<file path="config.mk">
export PLATFORM = sky130hd
export DESIGN_NAME = pingpong_dma_req
export DESIGN_NICKNAME = d
export VERILOG_FILES = /design/src/rtl/pingpong_pkg.sv /design/src/rtl/pp_sample_fifo.sv /design/src/rtl/pp_chan_seq.sv /design/src/rtl/pingpong_dma_req.sv
export SDC_FILE = /design/constraint.sdc
export NUM_CORES = 1
export LEC_CHECK = 0
export BUFFER_PORTS_ARGS = -buffer_cell sky130_fd_sc_hd__buf_2
export CORE_MARGIN = 2
export CORE_UTILIZATION = 46
export CTS_CLUSTER_SIZE = 40
export DETAILED_ROUTE_END_ITERATION = 6
export PLACE_DENSITY = 0.67
export REMOVE_ABC_BUFFERS = 1
export SLEW_MARGIN = 15
export SYNTH_ARGS = -nofsm -noshare
export SYNTH_HDL_FRONTEND = slang
export SYNTH_SLANG_ARGS = --single-unit
</file>
<file path="constraint.sdc">
create_clock -name clk -period 2.9 [get_ports clk]
set_input_delay 0 -clock clk [delete_from_list [all_inputs] [get_ports clk]]
set_output_delay 0 -clock clk [all_outputs]
set_load 0.1 [all_outputs]
</file>
<file path="src/rtl/pingpong_pkg.sv">
// Shared types for the ping-pong DMA requester.
// Assumes exactly two host channels; index 0 is the primary.
package pingpong_pkg;
    localparam int NUM_CH = 2;

    typedef enum logic {
        CH_PRI = 1'b0,
        CH_SEC = 1'b1
    } chan_e;
endpackage

</file>
<file path="src/rtl/pp_sample_fifo.sv">
// Sample holding FIFO.
// Accepts a push only when not full; the caller gets a drop pulse instead.
// A pop is expected only when the FIFO is non-empty.
// Assumes DEPTH is a power of two.
module pp_sample_fifo #(
    parameter int DATA_W = 16,
    parameter int DEPTH  = 4
) (
    input  logic              clk,
    input  logic              rst_n,
    input  logic              push,
    input  logic [DATA_W-1:0] din,
    input  logic              pop,
    output logic [DATA_W-1:0] dout,
    output logic              empty,
    output logic              drop
);
    localparam int AW = (DEPTH > 1) ? $clog2(DEPTH) : 1;
    localparam int CW = $clog2(DEPTH + 1);
    localparam logic [CW-1:0] FULL_CNT = CW'(DEPTH);

    logic [DATA_W-1:0] mem [DEPTH];
    logic [AW-1:0]     wr_ptr, rd_ptr;
    logic [CW-1:0]     count;
    logic              full, do_push, do_pop;

    assign full    = (count == FULL_CNT);
    assign empty   = (count == '0);
    assign do_push = push && !full;
    assign do_pop  = pop && !empty;
    assign drop    = push && full;
    assign dout    = mem[rd_ptr];

    // Storage write; holds no reset, content is qualified by count.
    always_ff @(posedge clk) begin
        if (do_push) begin
            mem[wr_ptr] <= din;
        end
    end

    // Pointer and occupancy tracking.
    always_ff @(posedge clk) begin
        if (!rst_n) begin
            wr_ptr <= '0;
            rd_ptr <= '0;
            count  <= '0;
        end else begin
            if (do_push) begin
                wr_ptr <= wr_ptr + AW'(1);
            end
            if (do_pop) begin
                rd_ptr <= rd_ptr + AW'(1);
            end
            case ({do_push, do_pop})
                2'b10:   count <= count + CW'(1);
                2'b01:   count <= count - CW'(1);
                default: count <= count;
            endcase
        end
    end
endmodule

</file>
<file path="src/rtl/pp_chan_seq.sv">
// Channel sequencer.
// Tracks the active channel, the per-channel armed bits and interrupt flags,
// and the sticky underrun flag.
// Assumes 'finish' is asserted only for a handshake on the active channel
// with terminal count.
module pp_chan_seq
    import pingpong_pkg::*;
(
    input  logic              clk,
    input  logic              rst_n,
    input  logic              finish,
    input  logic [NUM_CH-1:0] ready_set,
    input  logic [NUM_CH-1:0] irq_clr,
    output logic [NUM_CH-1:0] armed,
    output logic [NUM_CH-1:0] irq,
    output chan_e             active,
    output logic              underrun
);
    logic [NUM_CH-1:0] done_vec;
    logic [NUM_CH-1:0] armed_nx;
    chan_e             other;

    assign other = (active == CH_PRI) ? CH_SEC : CH_PRI;

    // Decode which channel finishes this cycle.
    always_comb begin
        done_vec = '0;
        if (finish) begin
            done_vec[active] = 1'b1;
        end
    end

    // Next armed state: a completion disarm wins over a same-cycle ready pulse.
    assign armed_nx = (armed | ready_set) & ~done_vec;

    for (genvar i = 0; i < NUM_CH; i++) begin : g_ch
        // Per-channel armed bit and interrupt flag; set wins over clear.
        always_ff @(posedge clk) begin
            if (!rst_n) begin
                armed[i] <= 1'b0;
                irq[i]   <= 1'b0;
            end else begin
                armed[i] <= armed_nx[i];
                irq[i]   <= done_vec[i] | (irq[i] & ~irq_clr[i]);
            end
        end
    end

    // Channel swap on completion, and underrun detection at the swap.
    always_ff @(posedge clk) begin
        if (!rst_n) begin
            active   <= CH_PRI;
            underrun <= 1'b0;
        end else if (finish) begin
            active <= other;
            if (!armed_nx[other]) begin
                underrun <= 1'b1;
            end
        end
    end
endmodule

</file>
<file path="src/rtl/pingpong_dma_req.sv">
// Ping-pong dual-channel DMA requester (top).
// Buffers samples, requests on the active channel, and swaps channels at
// terminal count.
// Assumes the host drives acknowledge and terminal count synchronously to clk.
module pingpong_dma_req
    import pingpong_pkg::*;
#(
    parameter int DATA_W     = 16,
    parameter int FIFO_DEPTH = 4
) (
    input  logic              clk,
    input  logic              rst_n,
    input  logic              sample_valid,
    input  logic [DATA_W-1:0] sample_data,
    output logic [1:0]        dma_req,
    input  logic [1:0]        dma_ack,
    input  logic [1:0]        dma_tc,
    output logic [DATA_W-1:0] xfer_data,
    input  logic [1:0]        ready_set,
    input  logic [1:0]        irq_clr,
    output logic [1:0]        irq,
    output logic              active_ch,
    output logic              overrun,
    output logic              underrun
);
    logic              fifo_empty, fifo_drop;
    logic              handshake, finish, go;
    logic [NUM_CH-1:0] armed;
    chan_e             active;

    pp_sample_fifo #(
        .DATA_W(DATA_W),
        .DEPTH (FIFO_DEPTH)
    ) u_fifo (
        .clk  (clk),
        .rst_n(rst_n),
        .push (sample_valid),
        .din  (sample_data),
        .pop  (handshake),
        .dout (xfer_data),
        .empty(fifo_empty),
        .drop (fifo_drop)
    );

    pp_chan_seq u_seq (
        .clk      (clk),
        .rst_n    (rst_n),
        .finish   (finish),
        .ready_set(ready_set),
        .irq_clr  (irq_clr),
        .armed    (armed),
        .irq      (irq),
        .active   (active),
        .underrun (underrun)
    );

    // Request qualification: data held, active channel armed, no underrun.
    assign go = !fifo_empty && armed[active] && !underrun;

    for (genvar i = 0; i < NUM_CH; i++) begin : g_req
        // Route the single request to the active channel only.
        assign dma_req[i] = go && (active == chan_e'(i));
    end

    assign handshake = |(dma_req & dma_ack);
    assign finish    = |(dma_req & dma_ack & dma_tc);
    assign active_ch = active;

    // Sticky overrun on a dropped sample.
    always_ff @(posedge clk) begin
        if (!rst_n) begin
            overrun <= 1'b0;
        end else if (fifo_drop) begin
            overrun <= 1'b1;
        end
    end
endmodule

</file>
Word level (Yosys, flattened, before mapping). Memory sizes are Yosys's and may differ from the RTL's. A register that Yosys moved wholly into a read port is not among the register bits. Index checks and enable logic that the tools add are counted.

Add/subtract/negate cells: 4. Order comparisons: 3. Equality and inequality tests: 3. Multiplexer cells: 13. Bitwise gates (word level): 13. Reductions and logical operators: 16.

Operators with widths (number): 1-bit logical AND (8); 1-bit two-way mux (8); 2-bit AND (3); 2-bit two-way mux (3); 3-bit case mux with 2 select lines (1); 2-bit by 1-bit adder with 2-bit output, second input constant (2); 1-bit by 2-bit < comparator with 1-bit output, second input constant (2); 1-bit NOT (4); 2-bit OR reduction (2); 3-bit by 1-bit adder with 3-bit output, second input constant (1); 3-bit == test, second input constant (1); 1-bit logical NOT (3); 3-bit logical NOT (1); 3-bit by 1-bit subtractor with 3-bit output, second input constant (1); 1-bit AND (2); 2-bit by 1-bit == test with 1-bit output, second input constant (1); 2-bit == test, second input constant (1); 2-bit NOT (1); 1-bit OR (2); 2-bit OR (1); 2-bit AND reduction (1); 2-bit nonzero test (1); 1-bit demux with 1-bit select (1); 1-bit greater-or-equal comparator, second input constant (1).

Register bits after elaboration: 14. Bits in writable memories: 64. Word-level logic and storage cells: 63. Memories: 1.

Memory list: u_fifo.mem (words 4, bits a word 16, read ports 1, clocked after Yosys merged registers in 1, wr ports 1, RTL line pp_sample_fifo.sv:22) `logic [DATA_W-1:0] mem [DEPTH];`.

Depth between registers and ports, before layout.
Word-level depth: 15. Mapped depth: 9. Gate-level depth less buffers: 8.

Hierarchy. From an unflattened synthesis, not the netlist that was laid out.

Cell total of the unflattened synthesis: 165. Area total of the unflattened synthesis: 3155.5 um^2.

Modules (own cells, without submodules): pp_sample_fifo (times used 1, cells each 138, area an instance 2837.7 um^2, seq. area each 2102.0 um^2); pp_chan_seq (times used 1, cells each 20, area an instance 227.7 um^2, seq. area each 120.1 um^2); pingpong_dma_req (times used 1, cells each 7, area an instance 90.1 um^2, seq. area each 20.0 um^2).

Worst setup path after synthesis. OpenSTA, ideal clock, no wires.

Path kind: reg-to-reg. Start point: reg u_seq.active. End point: reg u_seq.underrun. Setup time: 0.071 ns. Arrival: 3.414 ns. Required time: 2.829 ns. Setup slack: -0.584 ns. Stages on the path, launching flop included: 4. Period minus slack after synthesis: 3.484 ns. Cells stage by stage: dfxtp_1 nand2b_1 nor3_1 a221o_1.

Longest elaborated chain between the ends: 15. Elaborated cells on any way between the ends: 22. Those cells by class: order compare (2); mux (7); bitwise (6); reduce/logical (7).

Ends and longest elaborated chain: from (decl) (RTL line pp_chan_seq.sv:16) `output chan_e active,`; from (signal assigned) (RTL line pp_chan_seq.sv:55) `active <= other;`; 1-bit two-way mux (implied by the code) (2 in series) (RTL line pingpong_dma_req.sv:58) `assign go = !fifo_empty && armed[active] && !underrun;`; 1-bit logical AND (2 in series) (RTL line pingpong_dma_req.sv:58); 1-bit logical AND (*) (RTL line pingpong_dma_req.sv:62) `assign dma_req[i] = go && (active == chan_e'(i));`; named net dma_req[0] (RTL line pingpong_dma_req.sv:15) `output logic [1:0] dma_req,`; 2-bit AND (*) (2 in series) (RTL line pingpong_dma_req.sv:66) `assign finish = |(dma_req & dma_ack & dma_tc);`; 2-bit OR reduction (*) (RTL line pingpong_dma_req.sv:66); 2-bit two-way mux (RTL line pp_chan_seq.sv:28) `if (finish) begin`; 2-bit NOT (RTL line pp_chan_seq.sv:34) `assign armed_nx = (armed | ready_set) & ~done_vec;`; 2-bit AND (RTL line pp_chan_seq.sv:34); 1-bit two-way mux (implied by the code) (2 in series) (RTL line pp_chan_seq.sv:56) `if (!armed_nx[other]) begin`; 1-bit NOT (no source line); 2-bit AND reduction (no source line) (*); to (signal assigned) (RTL line pp_chan_seq.sv:53) `underrun <= 1'b0;`; to (signal assigned) (RTL line pp_chan_seq.sv:57) `underrun <= 1'b1;`; to (decl) (RTL line pp_chan_seq.sv:17) `output logic underrun`.

Mark *: on every way through the listed nets, which the timed path passes. The rest lies on a longest branch. The select of a mux whose other input is x is not followed. A chain may end at the register's enable or synchronous reset.

Worst setup path in the final report.
Start point: reg u_seq.active. End point: reg u_fifo.count[2].

Longest elaborated chain between the ends: 10. Elaborated cells on any way between the ends: 14. Those cells by class: eq/ne (2); mux (3); bitwise (2); reduce/logical (7).

Ends and longest elaborated chain: 1-bit two-way mux (implied by the code) (2 in series) (RTL line pingpong_dma_req.sv:58); 1-bit logical AND (2 in series) (RTL line pingpong_dma_req.sv:58); 1-bit logical AND (RTL line pingpong_dma_req.sv:62); 2-bit AND (*) (RTL line pingpong_dma_req.sv:65) `assign handshake = |(dma_req & dma_ack);`; 2-bit OR reduction (*) (RTL line pingpong_dma_req.sv:65); 1-bit logical AND (*) (RTL line pp_sample_fifo.sv:30) `assign do_pop = pop && !empty;`; named net u_fifo.do_pop (RTL line pp_sample_fifo.sv:25) `logic full, do_push, do_pop;`; 2-bit by 1-bit == test with 1-bit output or 2-bit == test (tied branches) (RTL line pp_sample_fifo.sv:54) `case ({do_push, do_pop})`; 3-bit case mux with 2 select lines or 2-bit nonzero test (tied branches); to (signal assigned) (RTL line pp_sample_fifo.sv:55) `2'b10: count <= count + CW'(1);`; to (signal assigned) (RTL line pp_sample_fifo.sv:56) `2'b01: count <= count - CW'(1);`; to (signal assigned) (RTL line pp_sample_fifo.sv:57) `default: count <= count;`; to (decl) (RTL line pp_sample_fifo.sv:24) `logic [CW-1:0] count;`.

Marked as above.

==> results.json <==
{
  "grt-ovfl-total": 0,
  "whs_endpoint": "u_seq.armed[0]",
  "synth_cell_type_count": 36,
  "synthSimpleGateAreaFrac_pct": 6.35,
  "antenna_cells": 0,
  "drc": 0,
  "dp_cells": 291,
  "clk_path_buf_depth": 2,
  "powerDensity_nw_per_um2": 659,
  "port-buffer-count": 49,
  "regToRegSetupSlack_ns": 0.49,
  "skew_ns": 0.00892,
  "die_y_microns": 86.3,
  "finalNonFillerCells": 331,
  "muxShareOfSynthArea_pct": 12.5,
  "hold_viol_final": 0,
  "die_x_microns": 86.3,
  "num_vias": 1729,
  "num_io_pins": 50,
  "dpl.hpwl_microns": 3220,
  "reg2reg_depth": 8,
  "synth_top_family_by_area": "multiplexers",
  "slew_headroom_pct": 45.3,
  "grt_pass1_vias": 1749,
  "status": "completed",
  "die-area_sq_um": 7450,
  "max_cap_violations": 0,
  "numCtsBuffers": 9,
  "syn_inst": 171,
  "r2r-start": "u_seq.active",
  "hp-start": "dma_tc[0]",
  "place_ws_ns": 0.510,
  "finalSetupViolations": 0,
  "synth_seq_cells": 80,
  "leakage_nw": 1.39,
  "multi_input_area_sq_um": 812,
  "routed_wl_microns": 5250,
  "grt_max_degree": 17,
  "end_kind": "flip-flop",
  "drtPass1Iterations": 4,
  "clock-sinks": 80,
  "track_usage_pct": 15.2,
  "setup_ws_ns": 0.494,
  "place.gp.congestion": 0.776,
  "post-route-util_pct": 59.7,
  "worstPathArrival_ns": 2.67,
  "peakVddDrop_v": 0.000409,
  "place_area_sq_um": 3430,
  "cp.required_ns": 3.17,
  "critPathMaxFanout": 6,
  "min_period_ns": 2.41,
  "area_growth_pct": 23.8,
  "yosysTopAreaCell": "edfxtp_1",
  "synth_xor_area_share_pct": 0.562,
  "h-tree-depth": 3,
  "post_drt_wl_per_cell_microns": 15.9,
  "hp-class": "in -> reg",
  "grt_first_pass_wirelength_microns": 8280,
  "rows": 29,
  "final_max_slew_viol_count": 0,
  "cts_setup_buffers": 0,
  "root_buffer": "clkbuf_8",
  "drt_iter0_drc": 110,
  "cts-hold-fix-buffers": 25,
  "insertion_delay_ns": 0.33,
  "final_nets": 283,
  "yosys-top-cells-area": "edfxtp_1 62%, mux4_2 12%, dfxtp_1 10%",
  "antenna_left": 0,
  "criticalPathCategory": "reg -> reg",
  "synth_compound_area_share_pct": 3.98,
  "post_cts_resized": 0,
  "synth_area_sq_um": 3120,
  "hold_depth": 4,
  "cts.clk_slew.worst_paths_ns": 0.08,
  "period_share_pct": 83.0,
  "startpoint": "u_seq.active",
  "yosysSeqAreaShare_pct": 72.0,
  "rr_endpoint": "u_fifo.count[2]",
  "synthAdderAreaFrac_pct": 2.65,
  "synth_top_area_share_pct": 61.7,
  "drive_gt1_share_pct": 33.9,
  "critPathLaunchType": "flip-flop",
  "fill_cells": 500,
  "final_cell_area_sq_um": 3860,
  "worstMarginPinSlew_ns": 0.820,
  "via_per_inst": 5.22,
  "fp.coreArea_sq_um": 6460,
  "yosysWarningCount": 0,
  "syn_area_per_cell_sq_um": 18.2,
  "regArea_sq_um": 2240,
  "cts_tree": "done",
  "antenna_found_initial": 0,
  "rsz0062_at_grt": "false",
  "fmax_mhz": 416,
  "start_util_pct": 48.2
}
==> flip-flops by register name, summed over array words and instances, names as in the netlist, named ones only <==
| signal | flops |
|---|---|
| u_seq.irq | 2 |
| u_fifo.rd_ptr | 2 |
| u_seq.active | 1 |
| u_seq.armed | 2 |
| u_fifo.mem | 64 |
| u_seq.underrun | 1 |
| u_fifo.wr_ptr | 2 |
| u_fifo.count | 3 |
| overrun | 1 |
==> how the worst max path moves through the flow <==
stage                           end  cells past startpoint
detailed placement  u_fifo.count[2]                      8
finish              u_fifo.count[2]                      8
global placement    u_fifo.count[2]                      8
global route        u_fifo.count[2]                      8
floorplan            u_seq.underrun                      3
CTS                 u_fifo.count[2]                      8
==> cell usage after synthesis, drive strengths merged <==
cell type / number
o21ai: 2
a41oi: 1
o211a: 2
a221o: 1
fa: 1
dfxtp: 16
nor2b: 1
nand2b: 3
buf: 4
o21a: 1
nand3b: 2
and3: 4
ha: 5
a21oi: 5
inv: 6
mux2i: 3
nor2: 6
a2111oi: 1
mux4: 16
nor3: 2
clkinv: 1
or3: 2
edfxtp: 64
or3b: 1
nor4: 3
nand3: 3
xor2: 2
clkbuf: 3
nand4bb: 1
a211oi: 1
a21o: 2
nand2: 6
==> layer usage <==
layer,part of all wire (%),track usage (%),up-vias
li1,-,-,825
met1,45,19.4,849
met2,49,23.9,45
met3,4.2,3.71,10
met4,2.0,8.38,0
met5,0,0,-
==> logic make-up (layout without fill, tap and decap cells) <==
logic type | count (synthesis) | in the layout
DFF | 80 | 80
xor gates and xnor gates | 2 | 2
muxes | 19 | 19
adders and majority gates | 6 | 6
AOI/OAI and AO/OA | 16 | 16
buffers and inverters | 14 | 97
and+or+nand+nor | 34 | 34
==> cells in the final DEF, fill, tap and decap left out, drive strengths merged <==
| master | netlist | routed |
|---|---|---|
| bufinv | 0 | 1 |
| nand3 | 3 | 3 |
| inv | 6 | 6 |
| o211a | 2 | 2 |
| a21o | 2 | 2 |
| dlygate4sd3 | 0 | 25 |
| dfxtp | 16 | 16 |
| clkinvlp | 0 | 1 |
| clkbuf | 3 | 11 |
| o21ai | 2 | 2 |
| nor4 | 3 | 3 |
| clkinv | 1 | 3 |
| a21oi | 5 | 5 |
| nand2 | 6 | 6 |
| buf | 4 | 50 |
| or3b | 1 | 1 |
| a221o | 1 | 1 |
| or3 | 2 | 2 |
| nand2b | 3 | 3 |
| mux4 | 16 | 16 |
| nand3b | 2 | 2 |
| a2111oi | 1 | 1 |
| fa | 1 | 1 |
| mux2i | 3 | 3 |
| xor2 | 2 | 2 |
| o21a | 1 | 1 |
| nand4bb | 1 | 1 |
| nor2 | 6 | 6 |
| a211oi | 1 | 1 |
| a41oi | 1 | 1 |
| nor2b | 1 | 1 |
| edfxtp | 64 | 64 |
| nor3 | 2 | 2 |
| ha | 5 | 5 |
| and3 | 4 | 4 |
==> through the flow <==
stage               hold WS, ns  power (mW)  TNS [ns]
finish                   0.0505        2.54         0
global route             0.0697        2.65         0
CTS                      0.0307        2.57         0
detailed placement        0.219        1.80         0
global placement          0.217        1.80         0
floorplan                0.0989        1.71    -0.826
==> report_power, final <==
part,leakage [nW],switching [mW],internal [mW]
sequential,0.718,0.0231,1.30
clock,0.0868,0.353,0.389
combinational,0.586,0.351,0.126
total,1.39,0.728,1.81
==> critical path: stages, from the launching register on <==
cell and delay (ns):
dfxtp_1 0.35, nand3b_1 0.22, a211oi_2 0.38, ha_1 0.24, inv_1 0.06, fa_1 0.38, xor2_1 0.16, or3_2 0.41
a21oi_1 0.14
==> layout make-up <==
type	count	area share [%]
flip-flops and latches	80	58.1
multi-input cells	77	21.1
repair buffers	75	13.0
clock buffers	11	3.41
well taps	77	2.50
clock inverters	4	1.20
inverters	7	0.681
Power figures use the tool's default switching activity.
